**src/rtl/cbs_pkg.sv**
```systemverilog
package cbs_pkg;

    typedef enum logic [2:0] {
        S_IDLE, S_PUSH_LO, S_PUSH_HI, S_FETCH1,
        S_FETCH2, S_READ, S_PAD, S_DONE
    } seq_state_t;

    typedef enum logic [2:0] {
        F_NONE, F_DIR, F_IMMA, F_IMMX, F_IX1P, F_IXP, F_SP1, F_CALL
    } form_t;

    localparam logic [7:0] OP_DIR  = 8'h31;
    localparam logic [7:0] OP_IMMA = 8'h41;
    localparam logic [7:0] OP_IMMX = 8'h51;
    localparam logic [7:0] OP_IX1P = 8'h61;
    localparam logic [7:0] OP_IXP  = 8'h71;
    localparam logic [7:0] OP_CALL = 8'hAD;

    // cycles from the start edge to the done cycle (total count minus one)
    function automatic logic [2:0] form_latency(form_t f);
        case (f)
            F_DIR:   return 3'd4;
            F_IMMA:  return 3'd3;
            F_IMMX:  return 3'd3;
            F_IX1P:  return 3'd4;
            F_IXP:   return 3'd4;
            F_SP1:   return 3'd5;
            F_CALL:  return 3'd4;
            default: return 3'd0;
        endcase
    endfunction

endpackage

```
**src/rtl/cbs_decode.sv**
```systemverilog
module cbs_decode
    import cbs_pkg::*;
#(
    parameter int DATA_W = 8
) (
    input  logic [DATA_W-1:0] op,
    input  logic              pfx,
    output form_t             form,
    output logic              valid
);

    always_comb begin
        form = F_NONE;
        if (pfx) begin
            if (op == OP_IX1P) form = F_SP1;
        end else begin
            case (op)
                OP_DIR:  form = F_DIR;
                OP_IMMA: form = F_IMMA;
                OP_IMMX: form = F_IMMX;
                OP_IX1P: form = F_IX1P;
                OP_IXP:  form = F_IXP;
                OP_CALL: form = F_CALL;
                default: form = F_NONE;
            endcase
        end
        valid = (form != F_NONE);
    end

endmodule

```
**src/rtl/cbs_agen.sv**
```systemverilog
module cbs_agen
    import cbs_pkg::*;
#(
    parameter int ADDR_W = 16,
    parameter int DATA_W = 8
) (
    input  form_t             form,
    input  logic [ADDR_W-1:0] pc,
    input  logic [ADDR_W-1:0] hx,
    input  logic [ADDR_W-1:0] sp,
    input  logic [DATA_W-1:0] offs,
    input  logic [DATA_W-1:0] rel,
    output logic [ADDR_W-1:0] rd_addr,
    output logic [ADDR_W-1:0] next_pc,
    output logic [ADDR_W-1:0] target_pc
);

    localparam int EXT_W = ADDR_W - DATA_W;
    localparam logic [ADDR_W-1:0] ONE = 1;
    localparam logic [ADDR_W-1:0] TWO = 2;

    logic [ADDR_W-1:0] offs_z;
    logic [ADDR_W-1:0] rel_s;

    assign offs_z = {{EXT_W{1'b0}}, offs};
    assign rel_s  = {{EXT_W{rel[DATA_W-1]}}, rel};

    always_comb begin
        case (form)
            F_DIR:   rd_addr = offs_z;
            F_IX1P:  rd_addr = hx + offs_z;
            F_SP1:   rd_addr = sp + offs_z;
            default: rd_addr = hx;
        endcase
        next_pc   = (form == F_IXP || form == F_CALL) ? pc + ONE : pc + TWO;
        target_pc = next_pc + rel_s;
    end

endmodule

```
**src/rtl/cmpbr_call_seq.sv**
```systemverilog
module cmpbr_call_seq
    import cbs_pkg::*;
#(
    parameter int ADDR_W = 16,
    parameter int DATA_W = 8
) (
    input  logic              clk,
    input  logic              rst_n,
    input  logic              start,
    input  logic [DATA_W-1:0] op,
    input  logic              pfx,
    input  logic [ADDR_W-1:0] pc_in,
    input  logic [DATA_W-1:0] a_in,
    input  logic [ADDR_W-1:0] hx_in,
    input  logic [ADDR_W-1:0] sp_in,
    output logic              pf_en,
    output logic [ADDR_W-1:0] pf_addr,
    input  logic [DATA_W-1:0] pf_data,
    output logic              rd_en,
    output logic [ADDR_W-1:0] rd_addr,
    input  logic [DATA_W-1:0] rd_data,
    output logic              wr_en,
    output logic [ADDR_W-1:0] wr_addr,
    output logic [DATA_W-1:0] wr_data,
    output logic [ADDR_W-1:0] pc_out,
    output logic [ADDR_W-1:0] hx_out,
    output logic [ADDR_W-1:0] sp_out,
    output logic              taken,
    output logic              busy,
    output logic              done
);

    localparam logic [ADDR_W-1:0] ONE = 1;

    seq_state_t state, nxt;
    form_t      dec_form, form_r;
    logic       dec_valid;

    logic [ADDR_W-1:0] pc_r, hx_r, sp_r, pc_o, hx_o;
    logic [DATA_W-1:0] a_r, b1_r, rel_r;
    logic              taken_r;

    logic [DATA_W-1:0] rel_now, opnd, cmp_reg;
    logic [ADDR_W-1:0] agen_rd, next_pc, target_pc;
    logic              is_imm, post_inc, is_eq, accept, commit_cmp, commit_call;

    cbs_decode #(.DATA_W(DATA_W)) u_dec (
        .op    (op),
        .pfx   (pfx),
        .form  (dec_form),
        .valid (dec_valid)
    );

    cbs_agen #(.ADDR_W(ADDR_W), .DATA_W(DATA_W)) u_agen (
        .form      (form_r),
        .pc        (pc_r),
        .hx        (hx_r),
        .sp        (sp_r),
        .offs      (b1_r),
        .rel       (rel_now),
        .rd_addr   (agen_rd),
        .next_pc   (next_pc),
        .target_pc (target_pc)
    );

    assign accept      = (state == S_IDLE) && start && dec_valid;
    assign is_imm      = (form_r == F_IMMA) || (form_r == F_IMMX);
    assign post_inc    = (form_r == F_IX1P) || (form_r == F_IXP);
    assign rel_now     = (state == S_READ) ? rel_r : pf_data;
    assign opnd        = (state == S_READ) ? rd_data : b1_r;
    assign cmp_reg     = (form_r == F_IMMX) ? hx_r[DATA_W-1:0] : a_r;
    assign is_eq       = (cmp_reg == opnd);
    assign commit_cmp  = (state == S_READ) || (state == S_FETCH2 && is_imm);
    assign commit_call = (state == S_FETCH1) && (form_r == F_CALL);

    // state register
    always_ff @(posedge clk or negedge rst_n) begin
        if (!rst_n) state <= S_IDLE;
        else        state <= nxt;
    end

    // transitions
    always_comb begin
        nxt = state;
        unique case (state)
            S_IDLE:    if (accept) nxt = (dec_form == F_CALL) ? S_PUSH_LO : S_FETCH1;
            S_PUSH_LO: nxt = S_PUSH_HI;
            S_PUSH_HI: nxt = S_FETCH1;
            S_FETCH1:  if (form_r == F_CALL)     nxt = S_DONE;
                       else if (form_r == F_IXP) nxt = S_READ;
                       else                      nxt = S_FETCH2;
            S_FETCH2:  nxt = is_imm ? S_DONE : S_READ;
            S_READ:    nxt = (form_r == F_IXP || form_r == F_SP1) ? S_PAD : S_DONE;
            S_PAD:     nxt = S_DONE;
            S_DONE:    nxt = S_IDLE;
            default:   nxt = S_IDLE;
        endcase
    end

    // datapath registers
    always_ff @(posedge clk or negedge rst_n) begin
        if (!rst_n) begin
            form_r  <= F_NONE;
            pc_r    <= '0;
            hx_r    <= '0;
            sp_r    <= '0;
            a_r     <= '0;
            b1_r    <= '0;
            rel_r   <= '0;
            pc_o    <= '0;
            hx_o    <= '0;
            taken_r <= 1'b0;
        end else begin
            if (accept) begin
                form_r <= dec_form;
                pc_r   <= pc_in;
                hx_r   <= hx_in;
                sp_r   <= sp_in;
                a_r    <= a_in;
            end
            if (state == S_FETCH1) begin
                b1_r  <= pf_data;
                rel_r <= pf_data;
            end
            if (state == S_FETCH2) rel_r <= pf_data;
            if (wr_en) sp_r <= sp_r - ONE;
            if (commit_cmp) begin
                taken_r <= is_eq;
                pc_o    <= is_eq ? target_pc : next_pc;
                hx_o    <= post_inc ? hx_r + ONE : hx_r;
            end
            if (commit_call) begin
                taken_r <= 1'b1;
                pc_o    <= target_pc;
                hx_o    <= hx_r;
            end
        end
    end

    // outputs
    always_comb begin
        pf_en   = (state == S_FETCH1) || (state == S_FETCH2);
        pf_addr = (state == S_FETCH2) ? pc_r + ONE : pc_r;
        rd_en   = (state == S_READ);
        rd_addr = agen_rd;
        wr_en   = (state == S_PUSH_LO) || (state == S_PUSH_HI);
        wr_addr = sp_r;
        wr_data = (state == S_PUSH_LO) ? next_pc[DATA_W-1:0] : next_pc[2*DATA_W-1:DATA_W];
        busy    = (state != S_IDLE);
        done    = (state == S_DONE);
        pc_out  = pc_o;
        hx_out  = hx_o;
        sp_out  = sp_r;
        taken   = taken_r;
    end

    // cycle counter for the latency check
    logic [2:0] elapsed;
    always_ff @(posedge clk or negedge rst_n) begin
        if (!rst_n)              elapsed <= 3'd0;
        else if (state == S_IDLE) elapsed <= 3'd1;
        else                     elapsed <= elapsed + 3'd1;
    end

    a_r1_bad_op_ignored: assert property (@(posedge clk) disable iff (!rst_n)
        (!busy && start && !dec_valid) |=> !busy);

    a_r2_latency: assert property (@(posedge clk) disable iff (!rst_n)
        done |-> (elapsed == form_latency(form_r)));

    a_r8_done_pulse: assert property (@(posedge clk) disable iff (!rst_n)
        done |=> !done);

    a_r6_push_step: assert property (@(posedge clk) disable iff (!rst_n)
        (wr_en && !$past(wr_en)) |=> (wr_en && wr_addr == $past(wr_addr) - ONE));

    a_r10_write_only_call: assert property (@(posedge clk) disable iff (!rst_n)
        wr_en |-> (form_r == F_CALL));

    a_r5_hx_kept: assert property (@(posedge clk) disable iff (!rst_n)
        (done && !post_inc) |-> (hx_out == hx_r));

endmodule

```
**config.mk**
```make
export PLATFORM = sky130hd
export DESIGN_NAME = cmpbr_call_seq
export DESIGN_NICKNAME = d
export VERILOG_FILES = /design/src/rtl/cbs_pkg.sv /design/src/rtl/cbs_decode.sv /design/src/rtl/cbs_agen.sv /design/src/rtl/cmpbr_call_seq.sv
export SDC_FILE = /design/constraint.sdc
export NUM_CORES = 1
export LEC_CHECK = 0
export BUFFER_PORTS_ARGS = -buffer_cell sky130_fd_sc_hd__clkbuf_2
export CAP_MARGIN = 20
export CORE_ASPECT_RATIO = 0.5
export CORE_MARGIN = 2
export CORE_UTILIZATION = 41
export CTS_CLUSTER_DIAMETER = 120
export CTS_CLUSTER_SIZE = 14
export DETAILED_ROUTE_END_ITERATION = 8
export PLACE_DENSITY = 0.68
export REMOVE_ABC_BUFFERS = 1
export SYNTH_ARGS = -nofsm -noshare
export SYNTH_HDL_FRONTEND = slang
export SYNTH_SLANG_ARGS = --single-unit
```
**constraint.sdc**
```tcl
create_clock -name clk -period 5.1 [get_ports clk]
set_input_delay 0.765 -clock clk [delete_from_list [all_inputs] [get_ports clk]]
set_output_delay 0.765 -clock clk [all_outputs]
set_load 0.005 [all_outputs]
```
# Word-level counts from Yosys, hierarchy flattened
# Cells that the tools add are included.
[classes] addsub=7 mux=29 n_reduce_logical=17 n_eq_ne=23
[op_table] cell="16-bit 2-to-1 mux" count=10
[op_table] cell="8-bit 2-to-1 mux" count=6
[op_table] cell="16-bit one-hot mux with 3 select lines" count=1
[op_table] cell="16-bit by 1-bit adder with 16-bit output (second input constant)" count=2
[op_table] cell="16-bit by 8-bit adder with 16-bit output" count=2
[op_table] cell="8-bit by 7-bit == test with 1-bit output (second input constant)" count=4
[op_table] cell="3-bit == test (second input constant)" count=9
[op_table] cell="3-bit one-hot mux with 8 select lines" count=1
[op_table] cell="3-bit one-hot mux with 6 select lines" count=1
[op_table] cell="16-bit adder" count=1
[op_table] cell="16-bit by 2-bit adder with 16-bit output (second input constant)" count=1
[op_table] cell="16-bit by 1-bit subtractor with 16-bit output (second input constant)" count=1
[op_table] cell="3-bit by 2-bit == test with 1-bit output (second input constant)" count=4
[op_table] cell="3-bit 2-to-1 mux" count=3
[op_table] cell="8-bit by 6-bit == test with 1-bit output (second input constant)" count=1
[op_table] cell="8-bit == test" count=1
[op_table] cell="8-bit == test (second input constant)" count=1
[op_table] cell="1-bit logical OR" count=7
[op_table] cell="3-bit by 1-bit == test with 1-bit output (second input constant)" count=2
[op_table] cell="2-bit 2-to-1 mux" count=3
[op_table] cell="2-bit nonzero test" count=3
[op_table] cell="3-bit nonzero test" count=2
[op_table] cell="1-bit logical AND" count=4
[op_table] cell="1-bit 2-to-1 mux" count=4
[op_table] cell="2 further kinds" count=2
[totals] reg_bits=111 out_inout_bits=110 wordCells=87 in_bits=84

# Depth between registers and ports, before layout
[logic_depth] word_depth=7 mapped_depth=16 mapped_depth_nobuf=15

# By module
# Synthesis repeated with hierarchy kept, for this count alone.
[hier_totals] hier_cells=1056 area_unflattened_um2=8663.3
[by_module_without_submodules] module="cmpbr_call_seq" seq_area_each_um2=2777.7 area_each_um2=6129.6 instances=1 cells_each=685
[by_module_without_submodules] module="cbs_agen" seq_area_each_um2=0.0 area_each_um2=2409.8 instances=1 cells_each=353
[by_module_without_submodules] module="cbs_decode" seq_area_each_um2=0.0 area_each_um2=123.9 instances=1 cells_each=18

# Worst setup path after synthesis
# OpenSTA, ideal clock, no wires.
[synth_path] path_kind="register to output" from="register form_r[2]" to="output rd_addr[10]" required_time_ps=4335 t_arrival_ps=2825 slack_ps=1510 stages_incl_launch_ff=16 path_buffers=2 path_cell_list="dfrtp_1 > buf_2 > nand3b_2 > clkbuf_1 > nand2_1 > o21ai_0 > ha_1 > inv_1 > fa_1 > nor2b_1 > o21a_1 > o21ai_0 > a21boi_1 > nand3_1 > xnor2_1 > o211a_1"
[synth_via] elab_chain_len=2 word_cells_on_any_way=4 cone_classes="eq/ne: 3; mux: 1"
[synth_rtl] item="start: declaration" line="cmpbr_call_seq.sv:36" text="form_t dec_form, form_r;"
[synth_rtl] item="start signal: assignment" line="cmpbr_call_seq.sv:115" text="form_r <= dec_form;"
[synth_rtl] item="3-bit == test or 3-bit by 1-bit == test with 1-bit output (tied branches)" line="cbs_agen.sv:29" text="case (form)"
[synth_rtl] item="16-bit one-hot mux with 3 select lines *" line="cbs_agen.sv:29"
[synth_rtl] item="end: declaration" line="cmpbr_call_seq.sv:20" text="output logic [ADDR_W-1:0] rd_addr,"
# Mark *: on every way between the ends. The rest lies on a longest branch, timed or not.

# Worst setup path after layout
[layout_path] from="register form_r[2]" to="output rd_addr[15]"
# The elaborated chain is that of the path after synthesis.

==> metrics <==
initial antenna violation count 0; DPL Wire Length 17.4 mm; GP Congestion between 0.8 and 0.9; Total Neg Setup Slack 0 ns; leak pwr approximately 0.0047 uW; Slew @ Worst Pin about 0.98 ns; Adder-Cell Fraction of Synth Area under 10%; Final setup viols 0; CTS Buf Count 9; post-synthesis instance total around 960; drt first pass iters 5; Reg2Reg Depth 12; # hold bufs at CTS 0; first-pass GRT wire length between 30 and 40 mm; mean area per synthesized cell 8.31 um^2; most common cell after layout, fill and taps aside nand2_1; Tmin final around 4.7 ns; Die Wd about 200 um; VDD IR-drop max 0.189 mV; multiplexer share of the synthesized area about 8.1%; cts repair resizes 0; Area Growth Syn to Fin 16.7%; Worst Path Required about 4.3 ns; pins over their slew limit 0; crit path DAT between 3 and 4 ns; Seq cells post-synth ~110; Die Y-Extent 103 um; share of cells above drive strength 1 24.0%; Setup crit start form_r[2]$_DFFE_PN0P_; CTS tree yes; largest net degree at the start of global routing a little over 70; Netlist cell types 70; post-route cell area about 0.0093 mm^2; fin worst setup slack 0.383 ns; fmax between 200 and 250 MHz; crit-path max FO 16; IO Count approximately 190; max-cap violations 0; Synth Area in Simple Gates 22.0%; Reg clk slew, reported paths ~0.080 ns; DRC 0; worst slack at placement between 0.8 and 0.9 ns; flop2flop setup slack 1.14 ns; core area between 0.015 and 0.02 mm^2; Num Clock Sinks roughly 110; r2r endpoint pc_out[14]$_DFFE_PN0P_; DP Area 0.00900 mm^2; Hold Fails Final Rpt 0; yosys warns 0; Final ANT Viol Nets 0; I/O Buffers roughly 190; most frequent cells in the layout 224 x nand2_1, 192 x clkbuf_2, 111 x dfrtp_1; clock root buffer clkbuf_16; RSZ-0062 raised after global routing no; die area 0.0207 mm^2; crit end category output pin; sequential share of the synthesized area about a third; Post-synth EDFFs 0; via count 7374; setup bufs post-CTS 0; initial core utilization approximately 41%; Clk Latency, worst-skew pair 0.37 ns; total track usage ~22%; Hold Path Class register to register; via/cell ratio approximately 5.4; grt ovf 0; Async S/R FF share, synth 100%; Layout Nets 1224; Max-slew headroom between 30% and 40%; largest family of logic cells by synthesized area simple AND/OR/NAND/NOR gates; xor-xnor portion of the synthesized cell area 8.77%; Compound-Gate Fraction of Synth Area between 10% and 20%; ANT cells 0; hold path depth 2; post-synthesis cell area about 0.0080 mm^2; WS Path Type register to output pin; Clock Tree Buf Depth 2; post-route clock period utilization between 90 and 100%; crit path to rd_addr[15]; Avg WL per Cell ~17 um; row cnt 36; r2r startpoint state[1]$_DFFE_PN0P_; final core utilization just under 50%; WL final between 20 and 25 mm; Worst Skew 0.0146 ns; CP startpoint kind register; vias in the first global route ~7100; DRT iter0 DRCs 337; PwrDens between 400 and 500 mW/mm^2; status completed; Clock H-tree levels 3; ys flop type dfrtp_1
[metrics by stage]
step / hold WS (ns) / total power [uW] / std cells
6_report: 0.479 / 4070 / 1378
5_1_grt: 0.507 / 4390 / 1378
4_1_cts: 0.483 / 4100 / 1377
3_5_place_dp: 0.463 / 3330 / 1361
3_3_place_gp: 0.460 / 3280 / 1361
2_1_floorplan: 0.445 / 2610 / 892
[worst min-delay path by stage]
stage,end,from
floorplan,a_r[0]$_DFFE_PN0P_,a_r[0]$_DFFE_PN0P_
global placement,a_r[3]$_DFFE_PN0P_,a_r[3]$_DFFE_PN0P_
detailed placement,a_r[2]$_DFFE_PN0P_,a_r[2]$_DFFE_PN0P_
CTS,a_r[2]$_DFFE_PN0P_,a_r[2]$_DFFE_PN0P_
global route,hx_out[13]$_DFFE_PN0P_,hx_out[13]$_DFFE_PN0P_
finish,hx_out[14]$_DFFE_PN0P_,hx_out[14]$_DFFE_PN0P_
[metal layers]
layer | share of wire [%] | vias to the layer above | track usage [%]
met2 | 47 | 203 | 37.9
met5 | 0 | - | 0
met4 | 1.5 | 0 | 5.32
li1 | - | 3590 | -
met1 | 47 | 3555 | 29.4
met3 | 4.5 | 26 | 3.48
[Yosys cell counts, types with 5 or more instances]
| cell type | n | area, um^2 |
|---|---|---|
| a21oi_1 | 49 | 245 |
| nand2_1 | 224 | 841 |
| mux2_2 | 29 | 327 |
| a221o_1 | 6 | 60.1 |
| or3_1 | 6 | 37.5 |
| o22ai_1 | 8 | 50.1 |
| a21o_1 | 12 | 90.1 |
| nand3_1 | 28 | 140 |
| buf_2 | 14 | 70.1 |
| mux2i_1 | 32 | 320 |
| nor3_1 | 18 | 90.1 |
| clkbuf_1 | 32 | 120 |
| a211oi_1 | 5 | 37.5 |
| inv_1 | 24 | 90.1 |
| dfrtp_1 | 111 | 2780 |
| xnor2_1 | 56 | 490 |
| ha_1 | 31 | 388 |
| nor2_1 | 68 | 255 |
| and3_1 | 10 | 62.6 |
| o21ai_0 | 50 | 250 |
| buf_4 | 20 | 150 |
| o21a_1 | 6 | 45.0 |
| a22oi_1 | 6 | 45.0 |
| xor2_1 | 24 | 210 |
| nand2b_1 | 7 | 43.8 |
| o211ai_1 | 7 | 52.6 |
| nor2b_1 | 6 | 37.5 |
[sequential cells by signal, indices dropped and copies added (netlist names)]
signal / count
taken: 1
sp_out: 16
rel_r: 8
pc_out: 16
pc_r: 16
a_r: 8
hx_r: 16
hx_out: 16
b1_r: 8
form_r: 3
state: 3
[report_power, final]
group          leakage (uW)  internal [uW]  switching [uW]  total (uW)
sequential          0.00138           1130             287        1420
clock              0.000151            399             345         744
combinational       0.00316            850            1060        1910
[final cells by class]
| cell class | instances | area [um^2] |
|---|---|---|
| Fill cell | 1945 | 9960 |
| Multi-Input combinational cell | 757 | 4750 |
| Sequential cell | 111 | 2780 |
| Timing Repair Buffer | 204 | 1060 |
| Tap cell | 266 | 333 |
| Clock buffer | 10 | 239 |
| Inverter | 24 | 90.1 |
| Clock inverter | 6 | 67.6 |
[worst max-delay path, stage by stage, from the launching register on]
cell and delay, ns:
dfrtp_1 0.65, nand3b_2 0.41, o21ai_0 0.37, ha_1 0.29, a21o_1 0.18, a21oi_1 0.23
o21ai_0 0.27, o21a_1 0.26, and3b_1 0.21, xnor2_1 0.13, a221oi_1 0.40, clkbuf_2 0.18
[kinds of logic after synthesis]
family,after synthesis
buf+inv,93
fa+ha+maj,33
mux,61
compound gates,187
simple gates,396
flops,111
xor+xnor,80
Power figures use the tool's default switching activity.
